File: config.mk
export PLATFORM = sky130hd
export DESIGN_NAME = bcd_divider
export DESIGN_NICKNAME = d
export VERILOG_FILES = /design/src/rtl/bcd_div_pkg.sv /design/src/rtl/bcd_digit_sub.sv /design/src/rtl/bcd_digit_triple.sv /design/src/rtl/bcd_divider.sv
export SDC_FILE = /design/constraint.sdc
export NUM_CORES = 1
export LEC_CHECK = 0
export BUFFER_PORTS_ARGS = -buffer_cell sky130_fd_sc_hd__buf_2
export CAP_MARGIN = 30
export CORE_ASPECT_RATIO = 0.6
export CORE_MARGIN = 3
export CORE_UTILIZATION = 48
export DETAILED_ROUTE_END_ITERATION = 16
export PLACE_DENSITY = 0.78
export SETUP_SLACK_MARGIN = 0.4
export SLEW_MARGIN = 5
export SYNTH_ARGS = -nofsm -noshare
export SYNTH_HDL_FRONTEND = slang
export SYNTH_HIERARCHICAL = 1
export SYNTH_SLANG_ARGS = --single-unit
export TNS_END_PERCENT = 30
File: constraint.sdc
create_clock -name clk -period 6.4 [get_ports clk]
set_input_delay 0.96 -clock clk [delete_from_list [all_inputs] [get_ports clk]]
set_output_delay 0.96 -clock clk [all_outputs]
set_load 0.005 [all_outputs]
File: src/rtl/bcd_div_pkg.sv
package bcd_div_pkg;

    typedef enum logic [2:0] {
        S_IDLE,
        S_TRIPLE,
        S_SHIFT,
        S_SUB3,
        S_SUB1
    } div_state_e;

    function automatic logic nibble_ok(input logic [3:0] nib);
        return nib <= 4'd9;
    endfunction

endpackage

File: src/rtl/bcd_digit_sub.sv
// One decimal digit of a - b - borrow_in, with borrow out.
module bcd_digit_sub (
    input  logic [3:0] a,
    input  logic [3:0] b,
    input  logic       bin,
    output logic [3:0] diff,
    output logic       bout
);
    logic [4:0] raw;
    logic [4:0] fixed;

    always_comb begin
        raw   = {1'b0, a} - {1'b0, b} - {4'b0, bin};
        fixed = raw + 5'd10;
        bout  = raw[4];
        diff  = raw[4] ? fixed[3:0] : raw[3:0];
    end
endmodule

File: src/rtl/bcd_digit_triple.sv
// One decimal digit of 3*d + carry_in, carry in/out in 0..2.
module bcd_digit_triple (
    input  logic [3:0] d,
    input  logic [1:0] cin,
    output logic [3:0] dig,
    output logic [1:0] cout
);
    logic [4:0] sum;

    always_comb begin
        sum = ({1'b0, d} << 1) + {1'b0, d} + {3'b0, cin};
        if (sum >= 5'd20) begin
            cout = 2'd2;
            dig  = 4'(sum - 5'd20);
        end else if (sum >= 5'd10) begin
            cout = 2'd1;
            dig  = 4'(sum - 5'd10);
        end else begin
            cout = 2'd0;
            dig  = sum[3:0];
        end
    end
endmodule

File: src/rtl/bcd_divider.sv
module bcd_divider
    import bcd_div_pkg::*;
#(
    parameter int DVD_DIGITS = 4,
    parameter int DIV_DIGITS = 2
) (
    input  logic                    clk,
    input  logic                    rst_n,
    input  logic                    start,
    input  logic [4*DVD_DIGITS-1:0] dividend,
    input  logic [4*DIV_DIGITS-1:0] divisor,
    output logic                    busy,
    output logic                    done,
    output logic [4*DVD_DIGITS-1:0] quotient,
    output logic [4*DIV_DIGITS-1:0] remainder,
    output logic                    div_zero,
    output logic                    bad_digit
);
    localparam int W_DIG = DIV_DIGITS + 1;
    localparam int NW    = 4 * DVD_DIGITS;
    localparam int DW    = 4 * DIV_DIGITS;
    localparam int RW    = 4 * W_DIG;
    localparam int CNT_W = $clog2(W_DIG + 1);
    localparam int POS_W = $clog2(DVD_DIGITS + 1);

    typedef struct packed {
        div_state_e       st;
        logic [CNT_W-1:0] dig;
        logic [POS_W-1:0] pos;
        logic [1:0]       cb;
        logic [3:0]       qdig;
        logic [NW-1:0]    dvd;
        logic [RW-1:0]    dvs;
        logic [RW-1:0]    trip;
        logic [RW-1:0]    rem;
        logic [RW-1:0]    trial;
        logic [NW-1:0]    quo;
        logic             done;
        logic             dz;
        logic             bad;
    } regs_t;

    regs_t r_d, r_q;

    // operand screening
    logic [DVD_DIGITS-1:0] dvd_ok;
    logic [DIV_DIGITS-1:0] dvs_ok;
    logic                  in_bad;
    logic                  in_zero;

    for (genvar g = 0; g < DVD_DIGITS; g++) begin : g_dvd_chk
        assign dvd_ok[g] = nibble_ok(dividend[4*g +: 4]);
    end
    for (genvar g = 0; g < DIV_DIGITS; g++) begin : g_dvs_chk
        assign dvs_ok[g] = nibble_ok(divisor[4*g +: 4]);
    end
    assign in_bad  = !(&dvd_ok) || !(&dvs_ok);
    assign in_zero = (divisor == '0);

    // digit-serial datapath
    logic [3:0] a_nib, b_nib, sub_nib, tri_in, tri_nib;
    logic       sub_bout;
    logic [1:0] tri_cout;
    logic       last_dig;

    always_comb begin
        a_nib  = r_q.rem[int'(r_q.dig)*4 +: 4];
        tri_in = r_q.dvs[int'(r_q.dig)*4 +: 4];
        b_nib  = (r_q.st == S_SUB3) ? r_q.trip[int'(r_q.dig)*4 +: 4] : tri_in;
    end
    assign last_dig = (r_q.dig == CNT_W'(W_DIG - 1));

    bcd_digit_sub u_sub (
        .a    (a_nib),
        .b    (b_nib),
        .bin  (r_q.cb[0]),
        .diff (sub_nib),
        .bout (sub_bout)
    );

    bcd_digit_triple u_tri (
        .d    (tri_in),
        .cin  (r_q.cb),
        .dig  (tri_nib),
        .cout (tri_cout)
    );

    always_comb begin
        r_d      = r_q;
        r_d.done = 1'b0;
        case (r_q.st)
            S_IDLE: begin
                if (start) begin
                    r_d.quo = '0;
                    r_d.rem = '0;
                    r_d.dz  = in_zero;
                    r_d.bad = in_bad;
                    if (in_bad || in_zero) begin
                        r_d.done = 1'b1;
                    end else begin
                        r_d.st  = S_TRIPLE;
                        r_d.dig = '0;
                        r_d.cb  = '0;
                        r_d.dvd = dividend;
                        r_d.dvs = {4'b0, divisor};
                    end
                end
            end
            S_TRIPLE: begin
                r_d.trip[int'(r_q.dig)*4 +: 4] = tri_nib;
                r_d.cb = tri_cout;
                if (last_dig) begin
                    r_d.st  = S_SHIFT;
                    r_d.dig = '0;
                    r_d.pos = POS_W'(DVD_DIGITS - 1);
                end else begin
                    r_d.dig = r_q.dig + 1'b1;
                end
            end
            S_SHIFT: begin
                r_d.rem  = {r_q.rem[RW-5:0], r_q.dvd[int'(r_q.pos)*4 +: 4]};
                r_d.st   = S_SUB3;
                r_d.dig  = '0;
                r_d.cb   = '0;
                r_d.qdig = '0;
            end
            S_SUB3, S_SUB1: begin
                r_d.trial[int'(r_q.dig)*4 +: 4] = sub_nib;
                r_d.cb = {1'b0, sub_bout};
                if (last_dig) begin
                    r_d.dig = '0;
                    r_d.cb  = '0;
                    if (!sub_bout) begin
                        // trial stayed non-negative: accept it
                        r_d.rem  = r_d.trial;
                        r_d.qdig = r_q.qdig + ((r_q.st == S_SUB3) ? 4'd3 : 4'd1);
                    end else if (r_q.st == S_SUB3) begin
                        r_d.st = S_SUB1;
                    end else begin
                        r_d.quo[int'(r_q.pos)*4 +: 4] = r_q.qdig;
                        if (r_q.pos == '0) begin
                            r_d.st   = S_IDLE;
                            r_d.done = 1'b1;
                        end else begin
                            r_d.pos = r_q.pos - 1'b1;
                            r_d.st  = S_SHIFT;
                        end
                    end
                end else begin
                    r_d.dig = r_q.dig + 1'b1;
                end
            end
            default: r_d.st = S_IDLE;
        endcase
    end

    always_ff @(posedge clk) begin
        if (!rst_n) begin
            r_q <= '0;
        end else begin
            r_q <= r_d;
        end
    end

    assign busy      = (r_q.st != S_IDLE);
    assign done      = r_q.done;
    assign quotient  = r_q.quo;
    assign remainder = r_q.rem[DW-1:0];
    assign div_zero  = r_q.dz;
    assign bad_digit = r_q.bad;

    AST_DONE_NOT_BUSY: assert property (@(posedge clk) disable iff (!rst_n)
        done |-> !busy);
    AST_ZERO_FAST: assert property (@(posedge clk) disable iff (!rst_n)
        (start && !busy && divisor == '0 && !in_bad) |=> (done && div_zero && !busy));
    AST_BAD_FAST: assert property (@(posedge clk) disable iff (!rst_n)
        (start && !busy && in_bad) |=> (done && bad_digit));
    AST_QDIG_RANGE: assert property (@(posedge clk) disable iff (!rst_n)
        busy |-> (r_q.qdig <= 4'd9));
    AST_REM_NONGROW: assert property (@(posedge clk) disable iff (!rst_n)
        ((r_q.st inside {S_SUB3, S_SUB1}) && ($past(r_q.st) inside {S_SUB3, S_SUB1}))
        |-> (r_q.rem <= $past(r_q.rem)));
    AST_HOLD_IDLE: assert property (@(posedge clk) disable iff (!rst_n)
        (!busy && !$past(busy) && !$past(start)) |-> ($stable(quotient) && $stable(remainder)));
    AST_REM_BELOW: assert property (@(posedge clk) disable iff (!rst_n)
        (done && !div_zero && !bad_digit) |-> (remainder < r_q.dvs[DW-1:0]));
endmodule

==> flow_metrics.py, run 1 <==
metrics = {
    "clock_tree": {
        "cts_root_buffer": "clkbuf_16",
        "cts.reportedPaths.clkPinSlew_ns": 0.07,
        "htree_levels": 3,
        "ctsResizeCount": 0,
        "worstSkewPairLatency_ns": 0.35,
        "clockBufferDepth": 2,
        "cts_tree": "done",
        "hold_buffers": 0,
        "clock-sinks": 93,
        "cts_made_buffers": 9,
        "cts_setup_buffers": 0,
    },
    "floorplan": {
        "die-area_um2": 13300,
        "core.rowCount": 30,
        "die_h_um": 90.4,
        "start_util_pct": 49.8,
        "fp.coreArea_um2": 11400,
        "ioPinCount": 55,
        "dieWidth_um": 147,
    },
    "final_layout": {
        "final_util_pct": 53.5,
        "nets": 736,
        "drive_gt1_share_pct": 14.0,
        "stdcell_count": 840,
        "syn_to_final_growth_pct": 7.51,
        "n_antenna_cell": 0,
        "final_cell_area_um2": 6130,
    },
    "placed_design": {
        "portBuffers": 54,
        "post-place-cells": 825,
        "place_ws_ns": 1.24,
        "hpwlAfterDp_mm": 11.1,
        "dpl-instance-area_um2": 5820,
        "place_congestion": 0.958,
    },
    "power": {
        "p_clk_share_pct": 43.7,
        "combinationalPowerShare_pct": 10.1,
        "swShare_pct": 25.6,
        "vdd_drop_max_mv": 0.127,
        "p_leak_nw": 2.34,
        "power_density_nw_per_um2": 211,
        "pwr-share-seq_pct": 46.2,
        "design_power_total_mw": 1.29,
        "power_switching_mw": 0.330,
        "p_int_mw": 0.960,
    },
    "critical_path": {
        "crit_path_frequent_cell": "inv_1",
        "crit_chain": "inv_1 > nor2_1 > a21oi_1 > o21ai_0 > inv_1 > fa_1 > fa_1 > nand2b_1 > a31oi_1 > and2_4 > inv_1 > nand3b_1 > a21oi_1 > or2_2 > o211a_1",
        "critPathMaxFanout": 17,
        "critPathSlowestCell": "a21oi_1",
        "endpoint_kind": "flip-flop",
        "path_class": "reg2reg",
        "worstPathArrival_ns": 5.60,
        "start_kind": "flip-flop",
        "slowest_delay_ns": 0.77,
        "required_ns": 6.69,
    },
    "sta": {
        "setup_viol": 0,
        "rsz0062_at_grt": "false",
        "min_period_ns": 5.32,
        "drv_slew": 0,
        "fin_crit_sh_pct": 83.1,
        "relSlewSlack_pct": 35.6,
        "clock-skew-final_ns": 0.00577,
        "hold_viol": 0,
        "tns_ns": 0,
        "tightest_slew_ns": 0.967,
        "finalWorstSetupSlack_ns": 1.08,
        "fin_hold_ws_ns": 0.456,
        "fmax_mhz": 188,
    },
    "yosys": {
        "ys_seq_elements": 93,
        "ys_types": 68,
        "yosysWarnings": 6,
        "synth_seq_area_share_pct": 32.7,
        "netlist_area_um2": 5700,
        "synth.avg_cell_area_um2": 8.49,
        "ys.flop_type": "dfxtp_1",
        "netlist_instances": 671,
        "synth-edff-count": 0,
        "synth-async-reset-ratio_pct": 0,
        "synth_nets": 731,
    },
    "outcome": {
        "status": "complete, no violations",
    },
    "routing": {
        "drt_iter0_drc": 588,
        "vias": 5101,
        "drc_errors": 0,
        "ant_nets": 0,
        "detail_route.wl_per_cell_um": 17.8,
        "wirelength_mm": 14.9,
        "dr.pass1.iters": 7,
        "via_per_inst": 6.07,
    },
    "global_routing": {
        "grt_remaining_overflow": 0,
        "grt_pass1_vias": 4779,
        "grt_max_degree": 65,
        "grt_usage_pct": 22.5,
        "grt_pass1_wl_mm": 24.5,
        "antenna_found_initial": 0,
    },
    "hold_path": {
        "hold_path.class": "reg2reg",
    },
    "run": {
        "max_cap_violations": 0,
    },
}
[cells in the mapped netlist (all sizes together) (3+ instances only)]
master,instances,area (um^2)
mux4,4,90.1
a32o,4,40.0
nor3,13,98.9
fa,5,100
mux2i,42,420
dfxtp,93,1860
o31ai,8,60.1
o22ai,15,93.8
nand2,99,372
nor2b,10,62.6
o211ai,5,56.3
nand2b,11,68.8
a21oi,49,245
inv,34,128
o211a,4,40.0
o21ai,28,140
and3,4,25.0
a31oi,10,62.6
a211oi,4,30.0
or4,3,30.0
o221ai,4,35.0
nor3b,5,47.5
a22o,4,35.0
o2bb2ai,4,35.0
a22oi,13,97.6
buf,38,294
o32ai,3,26.3
ha,28,350
xor2,3,26.3
nand4,11,68.8
nand3,15,75.1
xnor2,4,35.0
clkbuf,27,101
a2bb2oi,4,35.0
nand3b,4,30.0
nor2,30,115
[power groups by stage]
stage / combinational (mW) / sequential, mW / clock (mW)
2_1_floorplan: 0.0948 / 0.604 / 0
3_3_place_gp: 0.120 / 0.608 / 0
3_5_place_dp: 0.126 / 0.609 / 0
4_1_cts: 0.127 / 0.596 / 0.565
5_1_grt: 0.142 / 0.597 / 0.591
6_report: 0.130 / 0.596 / 0.563
[logic make-up (layout without fill, tap and decap cells)]
family,Yosys count,in the layout,synth area share (%)
AND/OR/NAND/NOR,220,220,19.9
buffers and inverters,100,109,9.24
AO/OA/AOI/OAI,170,170,19.8
flip-flops,93,93,32.7
adder cells (fa/ha/maj),33,33,7.91
multiplexers,48,48,9.42
XOR/XNOR,7,7,1.08
[metal layers]
layer  up-vias  global-route usage (%)  share of wire (%)
li1       2386                       -                  -
met1      2417                    33.7                 46
met2       275                    31.0                 42
met3        23                    7.27                 11
met4         0                    5.56                1.2
met5         -                       0                  0
[worst max-delay path: cells and delay by family (launching register included)]
kind            cells  cell delay, ns
compound gates      5            1.50
fa+ha+maj           2            0.87
buf+inv             3            0.62
flops               1            0.76
simple gates        5            1.52
[cells in the final DEF, fill, tap and decap left out, types with 9 or more instances in the layout]
| cell | count |
|---|---|
| nand2_1 | 99 |
| dfxtp_1 | 93 |
| buf_2 | 54 |
| a21oi_1 | 49 |
| mux2i_1 | 42 |
| inv_1 | 34 |
| nor2_1 | 29 |
| o21ai_0 | 28 |
| ha_1 | 28 |
| nand3_1 | 15 |
| o22ai_1 | 15 |
| a22oi_1 | 13 |
| nand2b_1 | 11 |
| nand4_1 | 11 |
| nor2b_1 | 10 |
| a31oi_1 | 10 |
| nor3_1 | 10 |
| clkbuf_16 | 9 |
[flip-flops by register name, indices dropped and copies added, names as in the netlist]
signal and flops:
remainder 8, r_q 66, done 1, quotient 16, bad_digit 1, div_zero 1
[cell type report]
cell class	count	area, um^2
sequential	93	1860
multi-input combinational	478	3310
fill	1018	5320
tap	160	200
clock inverter	4	55.1
inverter	35	131
timing repair buffer	59	315
clock buffer	11	253
[worst paths after layout]
path | start | to | slack [ns] | cells past startpoint
worst max-delay path | r_q[92] | r_q[39] | 1.08 | 15
worst min-delay path | quotient[0] | quotient[0] | 0.46 | 2
worst max register to register | r_q[92] | r_q[39] | 1.08 | 15
worst min register to register | quotient[0] | quotient[0] | 0.46 | 2
Power figures use the tool's default switching activity.
==> inputs of run 2 (changes only) <==
clock period = 5.4 ns   (was 6.4 ns; I/O delays follow)
==> run 2 against run 1 <==
Largest cell class unchanged. Critical path type unchanged. Power increased by 21%. First-iteration DRC count rose by 11%. Worst hold slack worse by 0.0019 ns.
==> flow_metrics.py, run 2 (same netlist as run 1, synthesis figures left out) <==
metrics = {
    "final_layout": {
        "final_util_pct": 53.9,
        "syn_to_final_growth_pct": 8.39,
        "final_cell_mix": "99 x nand2_1, 92 x dfxtp_1, 54 x buf_2",
        "nets": 739,
        "fill_cells": 1020,
        "drive_gt1_share_pct": 14.5,
        "layout_commonest_cell": "nand2_1",
        "largest_register": "r_q",
        "largest_reg_flops": 66,
        "n_antenna_cell": 0,
    },
    "hold_path": {
        "hold_path.class": "reg2reg",
    },
    "placed_design": {
        "hpwlAfterDp_mm": 11.1,
        "place_congestion": 0.897,
        "portBuffers": 54,
    },
    "clock_tree": {
        "clock-sinks": 93,
        "cts.reportedPaths.clkPinSlew_ns": 0.07,
        "cts_setup_buffers": 0,
        "worstSkewPairLatency_ns": 0.35,
        "cts_made_buffers": 9,
        "cts_root_buffer": "clkbuf_16",
        "clockBufferDepth": 2,
        "htree_levels": 3,
        "cts_tree": "done",
    },
    "routing": {
        "ant_nets": 0,
        "drc_errors": 0,
        "wirelength_mm": 15.2,
        "vias": 5151,
        "dr.pass1.iters": 6,
        "drt_iter0_drc": 654,
        "via_per_inst": 6.11,
        "detail_route.wl_per_cell_um": 18.1,
    },
    "sta": {
        "relSlewSlack_pct": 44.9,
        "clock-skew-final_ns": 0.00788,
        "setup_viol": 0,
        "hold_viol": 0,
        "rsz0062_at_grt": "false",
        "fin_crit_sh_pct": 86.5,
        "drv_slew": 0,
        "tightest_slew_ns": 0.827,
        "tns_ns": 0,
        "fmax_mhz": 214,
        "min_period_ns": 4.67,
    },
    "global_routing": {
        "grt_remaining_overflow": 0,
        "grt_pass1_vias": 4911,
        "grt_pass1_wl_mm": 24.8,
        "grt_max_degree": 89,
        "grt_usage_pct": 22.9,
        "antenna_found_initial": 0,
    },
    "critical_path": {
        "worstPathArrival_ns": 4.92,
        "path_class": "reg2reg",
        "endpoint_kind": "flip-flop",
        "start_kind": "flip-flop",
        "critPathMaxFanout": 17,
        "required_ns": 5.65,
    },
    "power": {
        "p_leak_nw": 2.37,
        "vdd_drop_max_mv": 0.132,
        "power_density_nw_per_um2": 252,
        "design_power_total_mw": 1.56,
    },
    "outcome": {
        "status": "complete, no violations",
    },
    "floorplan": {
        "fp.coreArea_um2": 11400,
        "die_h_um": 90.4,
        "dieWidth_um": 147,
        "start_util_pct": 49.8,
        "core.rowCount": 30,
        "die-area_um2": 13300,
        "ioPinCount": 55,
    },
    "run": {
        "max_cap_violations": 0,
    },
}
-- run 2: cell count changes in the layout (fill, tap and decap cells not counted), sizes merged --
| cell | delta |
|---|---|
| buf | +3 |
| bufinv | +1 |
| clkinv | +1 |
| clkbuf | -2 |
-- run 2: report_power, final --
part / internal (mW) / switching, mW
clock network: 0.409 / 0.285
logic: 0.0597 / 0.0994
registers: 0.695 / 0.00938
total: 1.16 / 0.393
-- run 2: final timing paths --
| kind | startpoint | to | slack [ns] | cells past startpoint |
|---|---|---|---|---|
| worst max-delay path | r_q[95] | r_q[40] | 0.73 | 14 |
| worst min-delay path | r_q[19] | r_q[19] | 0.45 | 2 |
| worst max register to register | r_q[95] | r_q[40] | 0.73 | 14 |
| worst min register to register | r_q[19] | r_q[19] | 0.45 | 2 |
-- run 2: area by class of cell --
| type | count | area [um^2] | area share [%] |
|---|---|---|---|
| repair buffers | 62 | 350 | 5.67 |
| multi-input cells | 478 | 3310 | 53.6 |
| clock inverters | 6 | 96.3 | 1.56 |
| clock buffers | 9 | 225 | 3.65 |
| well taps | 160 | 200 | 3.24 |
| inverters | 35 | 131 | 2.13 |
| flip-flops and latches | 93 | 1860 | 30.2 |
-- run 2: metrics by stage --
step                      cells  instance area, um^2  hold WS, ns  setup WS [ns]
after floorplan             671                 5700        0.432           1.38
after global placement      827                 5830        0.438          0.942
after detailed placement    828                 5850        0.443          0.723
after CTS                   843                 6170        0.452          0.695
after global routing        843                 6180        0.477          0.419
final                       843                 6180        0.454          0.731
-- run 2: repair_timing --
item / CTS / global route
resized for setup: 0 / 1
endpoints found under the hold margin: 0 / 0
endpoints found under the setup margin: 0 / 6
hold buffers: 0 / 0
-- run 2: critical path, cell delays in order, from the launching register on --
cell and delay (ns):
dfxtp_1 0.68, nand3b_1 0.43, o21ai_0 0.29, inv_1 0.09, fa_1 0.44, fa_1 0.42
nand2b_1 0.20, a211o_1 0.33, and2_4 0.19, inv_1 0.35, nand3b_1 0.17, a21oi_1 0.09
buf_4 0.22, or2_2 0.40, o211a_1 0.25
-- run 2: metal layers --
metal	GRT usage, %	wire length (um)	vias to the layer above
met1	32.0	6810	2423
met4	6.42	263	0
met3	7.32	1660	41
met5	0	0	-
li1	-	-	2395
met2	33.9	6500	292
